--- src/rtl/rcirq_pkg.sv ---
package rcirq_pkg;
  // Byte addresses whose positions other logic depends on.
  localparam int CTRL_ADDR  = 10;
  localparam int TOKEN_ADDR = 14;
  localparam int BBOX_BASE  = 16;
  localparam int PERF_BASE  = 24;
  localparam int NUM_BBOX   = 4;

  typedef enum logic [2:0] {
    SEL_NONE, SEL_CFG, SEL_CTRL, SEL_TOKEN, SEL_BBOX, SEL_PERF_LO, SEL_PERF_HI
  } rdsel_e;

  typedef struct packed {
    logic       rdEn;
    rdsel_e     sel;
    logic [3:0] idx;
    logic       cfgWr;
    logic       ctrlWr;
    logic       err;
  } strobe_t;
endpackage

--- src/rtl/rcirq_ctrl.sv ---
module rcirq_ctrl
  import rcirq_pkg::*;
#(
  parameter int ADDR_W   = 8,
  parameter int NUM_CFG  = 4,   // 1..5 so the region stays below the control register
  parameter int NUM_PERF = 4
) (
  input  logic              clk,
  input  logic              rstN,
  input  logic [ADDR_W-1:0] busAddr,
  input  logic              busWr,
  input  logic              busRd,
  output strobe_t           strb,
  output logic              busErr
);
  int     addrInt;
  rdsel_e sel;
  logic [3:0] idx;

  assign addrInt = int'(busAddr);

  always_comb begin
    sel = SEL_NONE;
    idx = '0;
    if (!busAddr[0]) begin
      if (addrInt < 2 * NUM_CFG) begin
        sel = SEL_CFG;
        idx = 4'(addrInt >>> 1);
      end else if (addrInt == CTRL_ADDR) begin
        sel = SEL_CTRL;
      end else if (addrInt == TOKEN_ADDR) begin
        sel = SEL_TOKEN;
      end else if (addrInt >= BBOX_BASE && addrInt < BBOX_BASE + 2 * NUM_BBOX) begin
        sel = SEL_BBOX;
        idx = 4'((addrInt - BBOX_BASE) >>> 1);
      end else if (addrInt >= PERF_BASE && addrInt < PERF_BASE + 4 * NUM_PERF) begin
        sel = busAddr[1] ? SEL_PERF_HI : SEL_PERF_LO;
        idx = 4'((addrInt - PERF_BASE) >>> 2);
      end
    end
  end

  always_comb begin
    strb.rdEn   = busRd;
    strb.sel    = sel;
    strb.idx    = idx;
    strb.cfgWr  = busWr && (sel == SEL_CFG);
    strb.ctrlWr = busWr && (sel == SEL_CTRL);
    strb.err    = busWr && !(sel == SEL_CFG || sel == SEL_CTRL);
  end

  always_ff @(posedge clk) begin
    if (!rstN) busErr <= 1'b0;
    else       busErr <= strb.err;
  end

  AST_ODD_WRITE_ERR: assert property (@(posedge clk) disable iff (!rstN)
    busWr && busAddr[0] |=> busErr);
  AST_ONE_WRITE_KIND: assert property (@(posedge clk) disable iff (!rstN)
    $onehot0({strb.cfgWr, strb.ctrlWr, strb.err}));
endmodule

--- src/rtl/rcirq_datapath.sv ---
module rcirq_datapath
  import rcirq_pkg::*;
#(
  parameter int NUM_CFG    = 4,
  parameter int NUM_PERF   = 4,
  parameter int CAUSE_W    = 16,
  parameter int TOKEN_BIT  = 9,
  parameter int FINISH_BIT = 10
) (
  input  logic                     clk,
  input  logic                     rstN,
  input  strobe_t                  strb,
  input  logic [15:0]              busWdata,
  input  logic                     tokenValid,
  input  logic                     tokenReq,
  input  logic [15:0]              tokenValue,
  input  logic                     finishPulse,
  input  logic                     bboxStart,
  input  logic [16*NUM_BBOX-1:0]   bboxCoord,
  input  logic [32*NUM_PERF-1:0]   perfCount,
  output logic [15:0]              busRdata,
  output logic                     bboxActive,
  output logic [CAUSE_W-1:0]       irqCause
);
  localparam int CIDX_W = (NUM_CFG > 1) ? $clog2(NUM_CFG) : 1;
  localparam int PIDX_W = (NUM_PERF > 1) ? $clog2(NUM_PERF) : 1;

  logic [16*NUM_CFG-1:0]  cfgFlat;
  logic [16*NUM_PERF-1:0] shadowFlat;
  logic tokenEn, finishEn, tokenSts, finishSts;
  logic [15:0] tokenReg, rdNext;
  logic tokenSet, tokenAck, finishAck, bboxRd, perfLoRd;

  assign tokenSet  = tokenValid && tokenReq;
  assign tokenAck  = strb.ctrlWr && busWdata[2];
  assign finishAck = strb.ctrlWr && busWdata[3];
  assign bboxRd    = strb.rdEn && (strb.sel == SEL_BBOX);
  assign perfLoRd  = strb.rdEn && (strb.sel == SEL_PERF_LO);

  for (genvar k = 0; k < NUM_CFG; k++) begin : g_cfg
    logic [15:0] q;
    always_ff @(posedge clk) begin
      if (!rstN) q <= '0;
      else if (strb.cfgWr && int'(strb.idx) == k) q <= busWdata;
    end
    assign cfgFlat[16*k +: 16] = q;
  end

  for (genvar k = 0; k < NUM_PERF; k++) begin : g_shadow
    logic [15:0] q;
    always_ff @(posedge clk) begin
      if (!rstN) q <= '0;
      else if (perfLoRd && int'(strb.idx) == k) q <= perfCount[32*k+16 +: 16];
    end
    assign shadowFlat[16*k +: 16] = q;
  end

  always_ff @(posedge clk) begin
    if (!rstN) begin
      tokenEn    <= 1'b0;
      finishEn   <= 1'b0;
      tokenSts   <= 1'b0;
      finishSts  <= 1'b0;
      tokenReg   <= '0;
      bboxActive <= 1'b0;
    end else begin
      if (strb.ctrlWr) begin
        tokenEn  <= busWdata[0];
        finishEn <= busWdata[1];
      end
      tokenSts   <= tokenSet | (tokenSts & ~tokenAck);
      finishSts  <= finishPulse | (finishSts & ~finishAck);
      if (tokenValid) tokenReg <= tokenValue;
      bboxActive <= bboxStart | (bboxActive & ~bboxRd);
    end
  end

  always_comb begin
    unique case (strb.sel)
      SEL_CFG:     rdNext = cfgFlat[16*int'(strb.idx[CIDX_W-1:0]) +: 16];
      SEL_CTRL:    rdNext = {14'd0, finishEn, tokenEn};
      SEL_TOKEN:   rdNext = tokenReg;
      SEL_BBOX:    rdNext = bboxCoord[16*int'(strb.idx[1:0]) +: 16];
      SEL_PERF_LO: rdNext = perfCount[32*int'(strb.idx[PIDX_W-1:0]) +: 16];
      SEL_PERF_HI: rdNext = shadowFlat[16*int'(strb.idx[PIDX_W-1:0]) +: 16];
      default:     rdNext = '0;
    endcase
  end

  always_ff @(posedge clk) begin
    if (!rstN) busRdata <= '0;
    else if (strb.rdEn) busRdata <= rdNext;
  end

  always_comb begin
    irqCause = '0;
    irqCause[TOKEN_BIT]  = tokenSts & tokenEn;
    irqCause[FINISH_BIT] = finishSts & finishEn;
  end

  AST_TOKEN_LATCH: assert property (@(posedge clk) disable iff (!rstN)
    tokenValid |=> tokenReg == $past(tokenValue));
  AST_EVENT_BEATS_ACK: assert property (@(posedge clk) disable iff (!rstN)
    tokenSet |=> tokenSts);
  AST_FINISH_SETS: assert property (@(posedge clk) disable iff (!rstN)
    finishPulse |=> finishSts);
  AST_ACK_CLEARS: assert property (@(posedge clk) disable iff (!rstN)
    strb.ctrlWr && busWdata[3] && !finishPulse |=> !finishSts);
  AST_BBOX_READ_CLEARS: assert property (@(posedge clk) disable iff (!rstN)
    bboxRd && !bboxStart |=> !bboxActive);
  AST_ERR_KEEPS_TOKEN: assert property (@(posedge clk) disable iff (!rstN)
    strb.err && !tokenValid |=> $stable(tokenReg));
endmodule

--- src/rtl/render_irq_regs.sv ---
module render_irq_regs
  import rcirq_pkg::*;
#(
  parameter int ADDR_W     = 8,
  parameter int NUM_CFG    = 4,
  parameter int NUM_PERF   = 4,
  parameter int CAUSE_W    = 16,
  parameter int TOKEN_BIT  = 9,
  parameter int FINISH_BIT = 10
) (
  input  logic                   clk,
  input  logic                   rstN,
  input  logic [ADDR_W-1:0]      busAddr,
  input  logic                   busWr,
  input  logic                   busRd,
  input  logic [15:0]            busWdata,
  output logic [15:0]            busRdata,
  output logic                   busErr,
  input  logic                   tokenValid,
  input  logic                   tokenReq,
  input  logic [15:0]            tokenValue,
  input  logic                   finishPulse,
  input  logic                   bboxStart,
  input  logic [16*NUM_BBOX-1:0] bboxCoord,
  input  logic [32*NUM_PERF-1:0] perfCount,
  output logic                   bboxActive,
  output logic [CAUSE_W-1:0]     irqCause
);
  strobe_t strb;

  rcirq_ctrl #(.ADDR_W(ADDR_W), .NUM_CFG(NUM_CFG), .NUM_PERF(NUM_PERF)) u_ctrl (
    .clk(clk), .rstN(rstN), .busAddr(busAddr), .busWr(busWr), .busRd(busRd),
    .strb(strb), .busErr(busErr)
  );

  rcirq_datapath #(
    .NUM_CFG(NUM_CFG), .NUM_PERF(NUM_PERF), .CAUSE_W(CAUSE_W),
    .TOKEN_BIT(TOKEN_BIT), .FINISH_BIT(FINISH_BIT)
  ) u_dp (
    .clk(clk), .rstN(rstN), .strb(strb), .busWdata(busWdata),
    .tokenValid(tokenValid), .tokenReq(tokenReq), .tokenValue(tokenValue),
    .finishPulse(finishPulse), .bboxStart(bboxStart), .bboxCoord(bboxCoord),
    .perfCount(perfCount), .busRdata(busRdata), .bboxActive(bboxActive),
    .irqCause(irqCause)
  );
endmodule

--- config.mk ---
export PLATFORM = sky130hd
export DESIGN_NAME = render_irq_regs
export DESIGN_NICKNAME = d
export VERILOG_FILES = /design/src/rtl/rcirq_pkg.sv /design/src/rtl/rcirq_ctrl.sv /design/src/rtl/rcirq_datapath.sv /design/src/rtl/render_irq_regs.sv
export SDC_FILE = /design/constraint.sdc
export NUM_CORES = 1
export LEC_CHECK = 0
export BUFFER_PORTS_ARGS = -buffer_cell sky130_fd_sc_hd__buf_2
export CAP_MARGIN = 10
export CORE_UTILIZATION = 55
export CTS_CLUSTER_SIZE = 30
export DETAILED_ROUTE_END_ITERATION = 7
export PLACE_DENSITY = 0.92
export SYNTH_ARGS = -nofsm -noshare
export SYNTH_HDL_FRONTEND = slang
export SYNTH_SLANG_ARGS = --single-unit
export TNS_END_PERCENT = 50
--- constraint.sdc ---
create_clock -name clk -period 5.75 [get_ports clk]
set_clock_uncertainty 0.05 [all_clocks]
set_input_delay 0.2875 -clock clk [delete_from_list [all_inputs] [get_ports clk]]
set_output_delay 0.2875 -clock clk [all_outputs]
set_load 0.02 [all_outputs]
Word-level counts from Yosys, hierarchy flattened

Cells that the tools add are included.

Mux-type cells: 14
Reductions and logical operators: 21
Bitwise gates (word level): 11
Shifts and indexed selects: 4
$add $sub $neg: 2
Order comparisons: 5
Equal/unequal tests: 11

Operators by type and width:

| kind                  | count |
|---|---|
| $shiftx A64 B7 Y16    | 3 |
| $shiftx A128 B8 Y16   | 1 |
| $pmux W16 S6          | 1 |
| $mux W4               | 6 |
| $logic_and A1 B1 Y1   | 18 |
| $mux W3               | 6 |
| $eq A8 B5 Y1 const B  | 2 |
| $ge A8 B5 Y1 const B  | 2 |
| $eq A3 B3 Y1 const B  | 3 |
| $eq A4 B3 Y1 const B  | 2 |
| $lt A8 B4 Y1 const B  | 1 |
| $lt A8 B5 Y1 const B  | 1 |
| $lt A8 B6 Y1 const B  | 1 |
| $eq A3 B2 Y1 const B  | 2 |
| $sub A6 B5 Y6 const B | 1 |
| $and A1 B1 Y1         | 5 |
| $sub A5 B5 Y5 const B | 1 |
| $eq A4 B2 Y1 const B  | 1 |
| $logic_not A4 Y1      | 1 |
| $eq A3 B1 Y1 const B  | 1 |
| $not A1 Y1            | 3 |
| $or A1 B1 Y1          | 3 |
| $mux W2               | 1 |
| $logic_not A1 Y1      | 1 |
| $logic_or A1 B1 Y1    | 1 |

Bits in registers: 166

Logic depth before layout (Yosys ltp)

Gate-level depths: netlist of the first run.

Depth after elaboration: 14
Mapped depth: 14
Mapped depth without buffers: 10

By module

From an unflattened synthesis of the first run, not the netlist that was laid out.

Cell total of the unflattened synthesis: 1060
Area total of the unflattened synthesis: 9315.2 µm²

By module, submodules not included:

| module         | seq. area each (µm²) | cells an instance | area each (µm²) | instances |
|---|---|---|---|---|
| rcirq_datapath | 3303.2               | 1005              | 8914.8          | 1 |
| rcirq_ctrl     | 20.0                 | 55                | 400.4           | 1 |

Worst setup path before layout of the first run

OpenSTA, ideal clock, no wires.

Kind: input to register
From: in busAddr[3]
To: reg u_dp.g_shadow[1].q[10]
Setup slack: 3.116 ns
Setup time: 0.128 ns
Buffers on the path: 3
Data required time: 5.572 ns
Arrival time: 2.457 ns
Stages: 13
Path through: buf_2 -> inv_1 -> ha_1 -> a21boi_0 -> o211ai_1 -> a221o_1 -> a21oi_4 -> and3_1 -> buf_4 -> nand2_4 -> buf_6 -> mux2i_1 -> nor2_1

Word-level cells in the longest chain between the ends: 11
Elaborated cells on any way between the ends: 27
Those cells by class: 2 x add/sub; 5 x order compare; 4 x eq/ne; 12 x mux; 4 x reduce/logical

RTL lines:

| what                                                | RTL line              | text |
|---|---|---|
| start: declaration                                  | render_irq_regs.sv:13 | `input logic [ADDR_W-1:0] busAddr,` |
| $ge A8 B5 Y1 / $lt A8 B6 Y1 (equally long branches) | rcirq_ctrl.sv:36      | `end else if (addrInt >= PERF_BASE && addrInt < PERF_BASE + 4 * NUM_PERF) begin` |
| $logic_and A1 B1 Y1                                 | rcirq_ctrl.sv:36      |  |
| $mux W3                                             | rcirq_ctrl.sv:36      |  |
| $mux W3                                             | rcirq_ctrl.sv:33      | `end else if (addrInt >= BBOX_BASE && addrInt < BBOX_BASE + 2 * NUM_BBOX) begin` |
| $mux W3                                             | rcirq_ctrl.sv:31      | `end else if (addrInt == TOKEN_ADDR) begin` |
| $mux W3                                             | rcirq_ctrl.sv:29      | `end else if (addrInt == CTRL_ADDR) begin` |
| $mux W3                                             | rcirq_ctrl.sv:26      | `if (addrInt < 2 * NUM_CFG) begin` |
| $mux W3                                             | rcirq_ctrl.sv:25      | `if (!busAddr[0]) begin` |
| $eq A3 B3 Y1                                        | rcirq_datapath.sv:38  | `assign perfLoRd = strb.rdEn && (strb.sel == SEL_PERF_LO);` |
| $logic_and A1 B1 Y1                                 | rcirq_datapath.sv:38  |  |
| $logic_and A1 B1 Y1 (*)                             | rcirq_datapath.sv:53  | `else if (perfLoRd && int'(strb.idx) == k) q <= perfCount[32*k+16 +: 16];` |
| end: declaration                                    | rcirq_datapath.sv:50  | `logic [15:0] q;` |

Every way passes the cells marked *; elsewhere a longest branch is shown, timed or not.
A chain may end at the register's enable or synchronous reset.

Final worst setup path of the first run

From: in busAddr[3]
To: reg u_dp.busRdata[14]

Word-level cells in the longest chain between the ends: 10
Elaborated cells on any way between the ends: 33
Those cells by class: 1 x add/sub; 5 x order compare; 8 x eq/ne; 4 x shift; 13 x mux; 2 x reduce/logical

RTL lines:

| what                                                | RTL line             | text |
|---|---|---|
| $ge A8 B5 Y1 / $lt A8 B6 Y1 (equally long branches) | rcirq_ctrl.sv:36     |  |
| $logic_and A1 B1 Y1                                 | rcirq_ctrl.sv:36     |  |
| $mux W4 / $mux W3 (equally long branches)           | rcirq_ctrl.sv:36     |  |
| $mux W4 / $mux W3 (equally long branches)           | rcirq_ctrl.sv:33     |  |
| $mux W4 / $mux W3 (equally long branches)           | rcirq_ctrl.sv:31     |  |
| $mux W4 / $mux W3 (equally long branches)           | rcirq_ctrl.sv:29     |  |
| $mux W4 / $mux W3 (equally long branches)           | rcirq_ctrl.sv:26     |  |
| $mux W4 / $mux W3 (equally long branches)           | rcirq_ctrl.sv:25     |  |
| $shiftx A128 B8 Y16, or another cell as far along   | rcirq_datapath.sv:84 | `SEL_PERF_LO: rdNext = perfCount[32*int'(strb.idx[PIDX_W-1:0]) +: 16];` |
| $pmux W16 S6 (*)                                    | rcirq_datapath.sv:79 | `unique case (strb.sel)` |
| end signal: assignment                              | rcirq_datapath.sv:92 | `else if (strb.rdEn) busRdata <= rdNext;` |
| end: declaration                                    | rcirq_datapath.sv:21 | `output logic [15:0] busRdata,` |

Marked as above.

==> results of run 1 <==
-- per-layer routing --
layer	vias to the layer above	GRT usage (%)	wire, µm
li1	3816	-	-
met5	-	0	13
met2	639	57.2	13200
met1	3901	46.6	11800
met4	2	17.2	1200
met3	97	6.99	3170
-- per-stage QoR --
step / hold WS (ns) / instances
detailed placement: 0.413 / 1347
global route: 0.0359 / 1384
global placement: 0.405 / 1347
CTS: 0.00264 / 1379
finish: 0.0111 / 1384
floorplan: 0.355 / 947
-- final cells by class --
type / instances / area [µm²]
clock inverters: 10 / 120
fillers: 1235 / 4840
diodes: 5 / 12.5
flip-flops and latches: 166 / 3320
clock buffers: 22 / 464
repair buffers: 268 / 1360
inverters: 12 / 47.5
multi-input cells: 690 / 4830
well taps: 211 / 264
-- power by group through the flow --
stage	Clock (mW)	Sequential [mW]	Combinational, mW
6_report	1.14	1.17	0.261
5_1_grt	1.20	1.17	0.276
4_1_cts	1.14	1.17	0.255
3_5_place_dp	0	1.20	0.253
3_3_place_gp	0	1.20	0.252
2_1_floorplan	0	1.20	0.126
-- sequential cells by signal, indices dropped and copies added (netlist names) --
register         flops
u_ctrl.busErr        1
u_dp.finishEn        1
u_dp.g_cfg.q        64
u_dp.tokenReg       16
u_dp.tokenSts        1
u_dp.finishSts       1
u_dp.tokenEn         1
u_dp.busRdata       16
u_dp.bboxActive      1
u_dp.g_shadow.q     64
-- cells by family after synthesis --
group,after synthesis,share of synthesized area [%]
muxes,162,20.9
and+or+nand+nor,288,15.2
adders and majority gates,2,0.291
DFF,166,38.6
xor gates and xnor gates,1,0.102
buffers and inverters,91,6.09
AOI/OAI and AO/OA,223,18.8
other,1,0.0436
-- cells in the final DEF, fill, tap and decap left out, types with 4 or more instances in the layout --
| cell type | instances |
|---|---|
| sky130_fd_sc_hd__buf_2 | 259 |
| sky130_fd_sc_hd__nor2_1 | 168 |
| sky130_fd_sc_hd__dfxtp_1 | 166 |
| sky130_fd_sc_hd__mux2i_1 | 148 |
| sky130_fd_sc_hd__nand2_1 | 62 |
| sky130_fd_sc_hd__a21oi_1 | 56 |
| sky130_fd_sc_hd__a221oi_1 | 33 |
| sky130_fd_sc_hd__o21ai_0 | 27 |
| sky130_fd_sc_hd__a221o_1 | 17 |
| sky130_fd_sc_hd__clkbuf_16 | 17 |
| sky130_fd_sc_hd__a22oi_1 | 15 |
| sky130_fd_sc_hd__nor2b_1 | 15 |
| sky130_fd_sc_hd__mux4_2 | 14 |
| sky130_fd_sc_hd__conb_1 | 14 |
| sky130_fd_sc_hd__inv_1 | 11 |
| sky130_fd_sc_hd__buf_4 | 9 |
| sky130_fd_sc_hd__nand2_4 | 8 |
| sky130_fd_sc_hd__a21o_1 | 8 |
| sky130_fd_sc_hd__o21bai_1 | 8 |
| sky130_fd_sc_hd__o211ai_1 | 6 |
| sky130_fd_sc_hd__o22ai_1 | 6 |
| sky130_fd_sc_hd__o2111ai_1 | 6 |
| sky130_fd_sc_hd__diode_2 | 5 |
| sky130_fd_sc_hd__a211oi_1 | 5 |
| sky130_fd_sc_hd__a32oi_1 | 5 |
| sky130_fd_sc_hd__nand3_1 | 5 |
| sky130_fd_sc_hd__nand2b_1 | 5 |
| sky130_fd_sc_hd__a21oi_4 | 4 |
-- final timing paths --
path,start,end
worst max-delay path,busAddr[3],u_dp.busRdata[14]
worst min-delay path,finishPulse,u_dp.finishSts
worst max register to register,u_dp.g_cfg[2].q[14],u_dp.busRdata[14]
worst min register to register,u_dp.finishSts,u_dp.finishSts
-- critical path, delay by kind of cell --
family                     cells  cell delay [ns]
adders and majority gates      1             0.25
buffers and inverters          3             0.74
AOI/OAI and AO/OA              6             2.36
and+or+nand+nor                1             0.19
==> flow_summary.json, run 1 <==
{
  "p_int_mw": 1.94,
  "worst_hold_path.num_cells": 3,
  "fp.coreArea_mm2": 0.0153,
  "combPwrFrac_pct": 10.1,
  "crit_type": "primary input to register",
  "final_area_mm2": 0.0104,
  "grt_setup_unrepaired": "false",
  "startpoint_type": "primary input",
  "first_global_vias": 7883,
  "synth-async-reset-ratio_pct": 0,
  "synth-edff-count": 0,
  "finalHoldViolations": 0,
  "p_leak_nw": 5.35,
  "worst_ep_arrival_time_ns": 3.82,
  "pre_cts_slack_ns": 1.93,
  "yosys_warnings": 0,
  "critical_path.endpoint_type": "register",
  "die-area_mm2": 0.0162,
  "routed_wl_um": 29400,
  "setup_violations": 0,
  "dp_hpwl_um": 21300,
  "finalMaxSlewViolations": 0,
  "final_net_count": 1397,
  "area_growth_syn_to_layout_pct": 21.0,
  "drt-initial-drc-count": 1262,
  "hold_class": "primary input to register",
  "number_of_flip_flops_and_latches_in_the_synthesized_netlist": 166,
  "path_cells": "buf_2 > inv_1 > ha_1 > a21boi_0 > o211ai_1 > a21oi_4 > buf_4 > a221oi_1 > nor2b_1 > a2111oi_0 > a31o_1",
  "grtUsageTotal_pct": 35.8,
  "grt_first_pass_wirelength_um": 43700,
  "cts.reportedPaths.clkPinSlew_ns": 0.07,
  "synth_sequential_area_ratio_pct": 38.6,
  "detailroute.via_count": 8455,
  "drive_gt1_share_pct": 28.8,
  "critical_path_peak_fanout": 35,
  "clock_latency_ns": 0.43,
  "yosys.cell_count.top_type": "sky130_fd_sc_hd__nor2_1",
  "post_cts_buffers": 0,
  "die_w_um": 127,
  "seq_power_share_pct": 45.6,
  "finalSetupTns_ns": 0,
  "postLayoutCoreUtil_pct": 68.3,
  "design_power_total_mw": 2.57,
  "finalWorstPathRequiredPeriod_ns": 3.50,
  "power_switching_mw": 0.631,
  "drt-vias-per-instance": 6.11,
  "detail_route.wl_per_cell_um": 21.2,
  "per_instance_average_area_after_synthesis_um2": 9.22,
  "fin_crit_sh_pct": 60.8,
  "syn-instance-count": 934,
  "die_y_um": 127,
  "fp-row-count": 45,
  "pwr-share-clk_pct": 44.3,
  "worst_path_max_delay_cell": "sky130_fd_sc_hd__a21oi_4",
  "violated_checks": "DRC",
  "timing.final.ws_setup_ns": 2.25,
  "number_of_routed_nets_with_antenna_violations": 0,
  "ioPinCount": 274,
  "synth_top_cell_by_area": "sky130_fd_sc_hd__dfxtp_1",
  "htree_num_levels": 4,
  "maxClockFrequency_ghz": 0.286,
  "synth_top_cells_by_count": "sky130_fd_sc_hd__nor2_1 (168), sky130_fd_sc_hd__dfxtp_1 (166), sky130_fd_sc_hd__mux2i_1 (148)",
  "synthFlopType": "sky130_fd_sc_hd__dfxtp_1",
  "synth_top_area_share_pct": 38.6,
  "drt_first_pass_iters": 8,
  "start_util_pct": 56.4,
  "cts_sinks": 166,
  "worstMarginPinSlew_ns": 1.03,
  "clockRootBuffer": "sky130_fd_sc_hd__clkbuf_16",
  "remaining_drc_errors": 1,
  "grt_antenna_before_repair": 6,
  "cts_buffers": 17,
  "switching_share_pct": 24.6,
  "cts.repair.resized": 0,
  "cts_tree": "yes",
  "worst_ep_required_time_ns": 6.08,
  "peakVddDrop_mv": 0.247,
  "reg2reg_setup_slack_ns": 4.11,
  "pin_count_of_the_biggest_net_entering_global_routing": 81,
  "maxCapViolations": 0,
  "crit_path_max_incr_delay_ns": 0.87,
  "routabilityCongestion": 1.03,
  "worst_rel_slew_slack_pct": 31.4,
  "r2r_cells": 4,
  "outcome": "complete, but fails checks",
  "clock_tree.buffer_depth": 2,
  "io_buffers": 259,
  "netlist_top_cells_area": "sky130_fd_sc_hd__dfxtp_1 (39%), sky130_fd_sc_hd__mux2i_1 (17%), sky130_fd_sc_hd__nor2_1 (7.3%)",
  "post_synth_num_cell_types": 65,
  "postPlaceCellArea_mm2": 0.00982,
  "synthesized_cell_area_mm2": 0.00861,
  "post_cts_hold_buffer_count": 0,
  "power.density_mw_per_mm2": 246,
  "grt_remaining_overflow": 0
}
Note: power is estimated with default switching activity, not from simulation.
==> run 2, diff against run 1 <==
--- a/config.mk
+++ b/config.mk
@@ -7,10 +7,10 @@
 export LEC_CHECK = 0
 export BUFFER_PORTS_ARGS = -buffer_cell sky130_fd_sc_hd__buf_2
 export CAP_MARGIN = 10
-export CORE_UTILIZATION = 55
+export CORE_UTILIZATION = 47
 export CTS_CLUSTER_SIZE = 30
 export DETAILED_ROUTE_END_ITERATION = 7
-export PLACE_DENSITY = 0.92
+export PLACE_DENSITY = 0.85
 export SYNTH_ARGS = -nofsm -noshare
 export SYNTH_HDL_FRONTEND = slang
 export SYNTH_SLANG_ARGS = --single-unit
==> constraint.sdc (replaced) <==
create_clock -name clk -period 3.2 [get_ports clk]
set_clock_uncertainty 0.05 [all_clocks]
set_input_delay 0.16 -clock clk [delete_from_list [all_inputs] [get_ports clk]]
set_output_delay 0.16 -clock clk [all_outputs]
set_load 0.02 [all_outputs]
==> flow_summary.json, run 2 (synthesized netlist as in run 1, its figures left out) <==
{
  "crit_type": "primary input to register",
  "worst_path_max_delay_cell": "sky130_fd_sc_hd__a2111oi_0",
  "drt-initial-drc-count": 925,
  "grtUsageTotal_pct": 33.1,
  "worst_ep_arrival_time_ns": 3.25,
  "pin_count_of_the_biggest_net_entering_global_routing": 108,
  "grt_antenna_before_repair": 3,
  "setup_violations": 0,
  "area_growth_syn_to_layout_pct": 34.6,
  "critical_path.endpoint_type": "register",
  "grt_first_pass_wirelength_um": 46300,
  "worst_hold_slack_ns": 0.0139,
  "maxClockFrequency_ghz": 0.342,
  "cts_buffers": 17,
  "fp-row-count": 49,
  "post_cts_buffers": 0,
  "cts.repair.resized": 0,
  "number_of_routed_nets_with_antenna_violations": 0,
  "detailroute.via_count": 8866,
  "start_util_pct": 47.9,
  "p_leak_nw": 5.85,
  "worst_rel_slew_slack_pct": 39.2,
  "final_area_mm2": 0.0116,
  "fin_crit_sh_pct": 91.4,
  "finalMaxSlewViolations": 0,
  "remaining_drc_errors": 0,
  "maxCapViolations": 0,
  "die_y_um": 137,
  "clock_tree.buffer_depth": 2,
  "ioPinCount": 274,
  "htree_num_levels": 4,
  "routed_wl_um": 31500,
  "clockRootBuffer": "sky130_fd_sc_hd__clkbuf_16",
  "cts_tree": "yes",
  "power.density_mw_per_mm2": 394,
  "hold_class": "primary input to register",
  "critical-path-top-cell-by-count": "sky130_fd_sc_hd__buf_4",
  "die-area_mm2": 0.0189,
  "crit-reg2reg-launch": "u_dp.g_shadow[2].q[14]",
  "worstMarginPinSlew_ns": 0.890,
  "top_registers": "u_dp.g_cfg.q: 64 flops, u_dp.g_shadow.q: 64 flops",
  "io_buffers": 259,
  "cts_sinks": 166,
  "reg2reg_setup_slack_ns": 1.41,
  "critical_path_peak_fanout": 23,
  "timing.critical_path.to": "u_dp.busRdata[14]",
  "finalHoldViolations": 0,
  "crit_path_start": "busAddr[3]",
  "mostFrequentLayoutCell": "sky130_fd_sc_hd__buf_2",
  "outcome": "complete, no violations",
  "layout.cells.most_common_list": "sky130_fd_sc_hd__buf_2 (259), sky130_fd_sc_hd__nor2_1 (168), sky130_fd_sc_hd__dfxtp_1 (166)",
  "startpoint_type": "primary input",
  "grt_setup_unrepaired": "false",
  "fp.coreArea_mm2": 0.0180,
  "drive_gt1_share_pct": 28.0,
  "grt_remaining_overflow": 0,
  "finalWorstPathRequiredPeriod_ns": 2.93,
  "die_w_um": 137,
  "cts.reportedPaths.clkPinSlew_ns": 0.07,
  "pre_cts_slack_ns": -0.0123,
  "postPlaceCellArea_mm2": 0.0101,
  "detail_route.wl_per_cell_um": 20.8,
  "first_global_vias": 8590,
  "final_net_count": 1516,
  "drt-vias-per-instance": 5.84,
  "timing.final.ws_setup_ns": 0.274,
  "worst_ep_required_time_ns": 3.53,
  "peakVddDrop_mv": 0.378,
  "timing.rr.end": "u_dp.busRdata[14]",
  "dp_hpwl_um": 22800,
  "crit_path_max_incr_delay_ns": 0.77,
  "routabilityCongestion": 0.949,
  "r2r_cells": 4,
  "drt_first_pass_iters": 8,
  "clock_latency_ns": 0.43,
  "path_cells": "buf_2 > inv_1 > ha_1 > a21boi_0 > o211ai_1 > buf_4 > a21oi_4 > buf_4 > a221o_1 > a21oi_1 > a2111oi_0 > a31o_1"
}
==> run 2: cell count changes in the layout (fill, tap and decap cells not counted), moves of 2 or more <==
| cell | delta |
|---|---|
| sky130_fd_sc_hd__clkinvlp_4 | +5 |
| sky130_fd_sc_hd__dlygate4sd3_1 | +96 |
| sky130_fd_sc_hd__bufinv_16 | -2 |
| sky130_fd_sc_hd__clkbuf_1 | -2 |
| sky130_fd_sc_hd__buf_12 | +5 |
| sky130_fd_sc_hd__buf_4 | +18 |
| sky130_fd_sc_hd__diode_2 | -3 |
==> run 2: worst max-delay path, delay by kind of cell <==
family	cells	cell delay, ns
AO/OA/AOI/OAI	7	2.06
adder cells (fa/ha/maj)	1	0.27
buffers and inverters	4	0.74
==> run 2: routing by layer <==
metal  track usage (%)  routed length (µm)  vias up  share of wire (%)
li1                  -                   -     4053                  -
met1              42.9               12800     4171                 41
met2              51.2               14200      542                 45
met3              6.95                2910       98                9.2
met4              18.4                1510        2                4.8
met5                 0                  13        -              0.041
==> run 2: worst min-delay path by stage <==
| stage | from | end | slack (ns) | cells past startpoint |
|---|---|---|---|---|
| finish | busWdata[0] | u_dp.g_cfg[1].q[0] | 0.01 | 3 |
| CTS | busWdata[0] | u_dp.g_cfg[1].q[0] | 0.002 | 3 |
| detailed placement | finishPulse | u_dp.finishSts | 0.33 | 3 |
| global route | busWdata[0] | u_dp.g_cfg[1].q[0] | 0.008 | 3 |
| floorplan | bboxStart | u_dp.bboxActive | 0.23 | 2 |
| global placement | bboxStart | u_dp.bboxActive | 0.32 | 3 |
==> run 2: where the power goes <==
group | internal, mW | switching (mW)
logic | 0.286 | 0.293
registers | 2.09 | 0.0136
clock network | 1.02 | 0.873
==> run 2: layout make-up <==
type | count | area [µm²]
diodes | 2 | 5.00
clock buffers | 19 | 443
clock inverters | 13 | 100
fillers | 1455 | 6370
inverters | 12 | 47.5
multi-input cells | 690 | 4830
flip-flops and latches | 166 | 3320
well taps | 229 | 287
repair buffers | 387 | 2560
==> run 2: per-stage QoR <==
step	setup TNS [ns]	total power, mW	instances	utilization [%]
after CTS	0	4.58	1516	64.5
after floorplan	0	2.38	947	-
after detailed placement	-0.0123	2.62	1388	56.1
final	0	4.57	1518	64.5
after global routing	0	4.74	1518	64.5
after global placement	-0.0393	2.62	1388	56.1
==> run 2: repair_timing <==
item                                    CTS  global route
hold buffers                             96             0
endpoints found under the setup margin    0             0
endpoints found under the hold margin   119             0
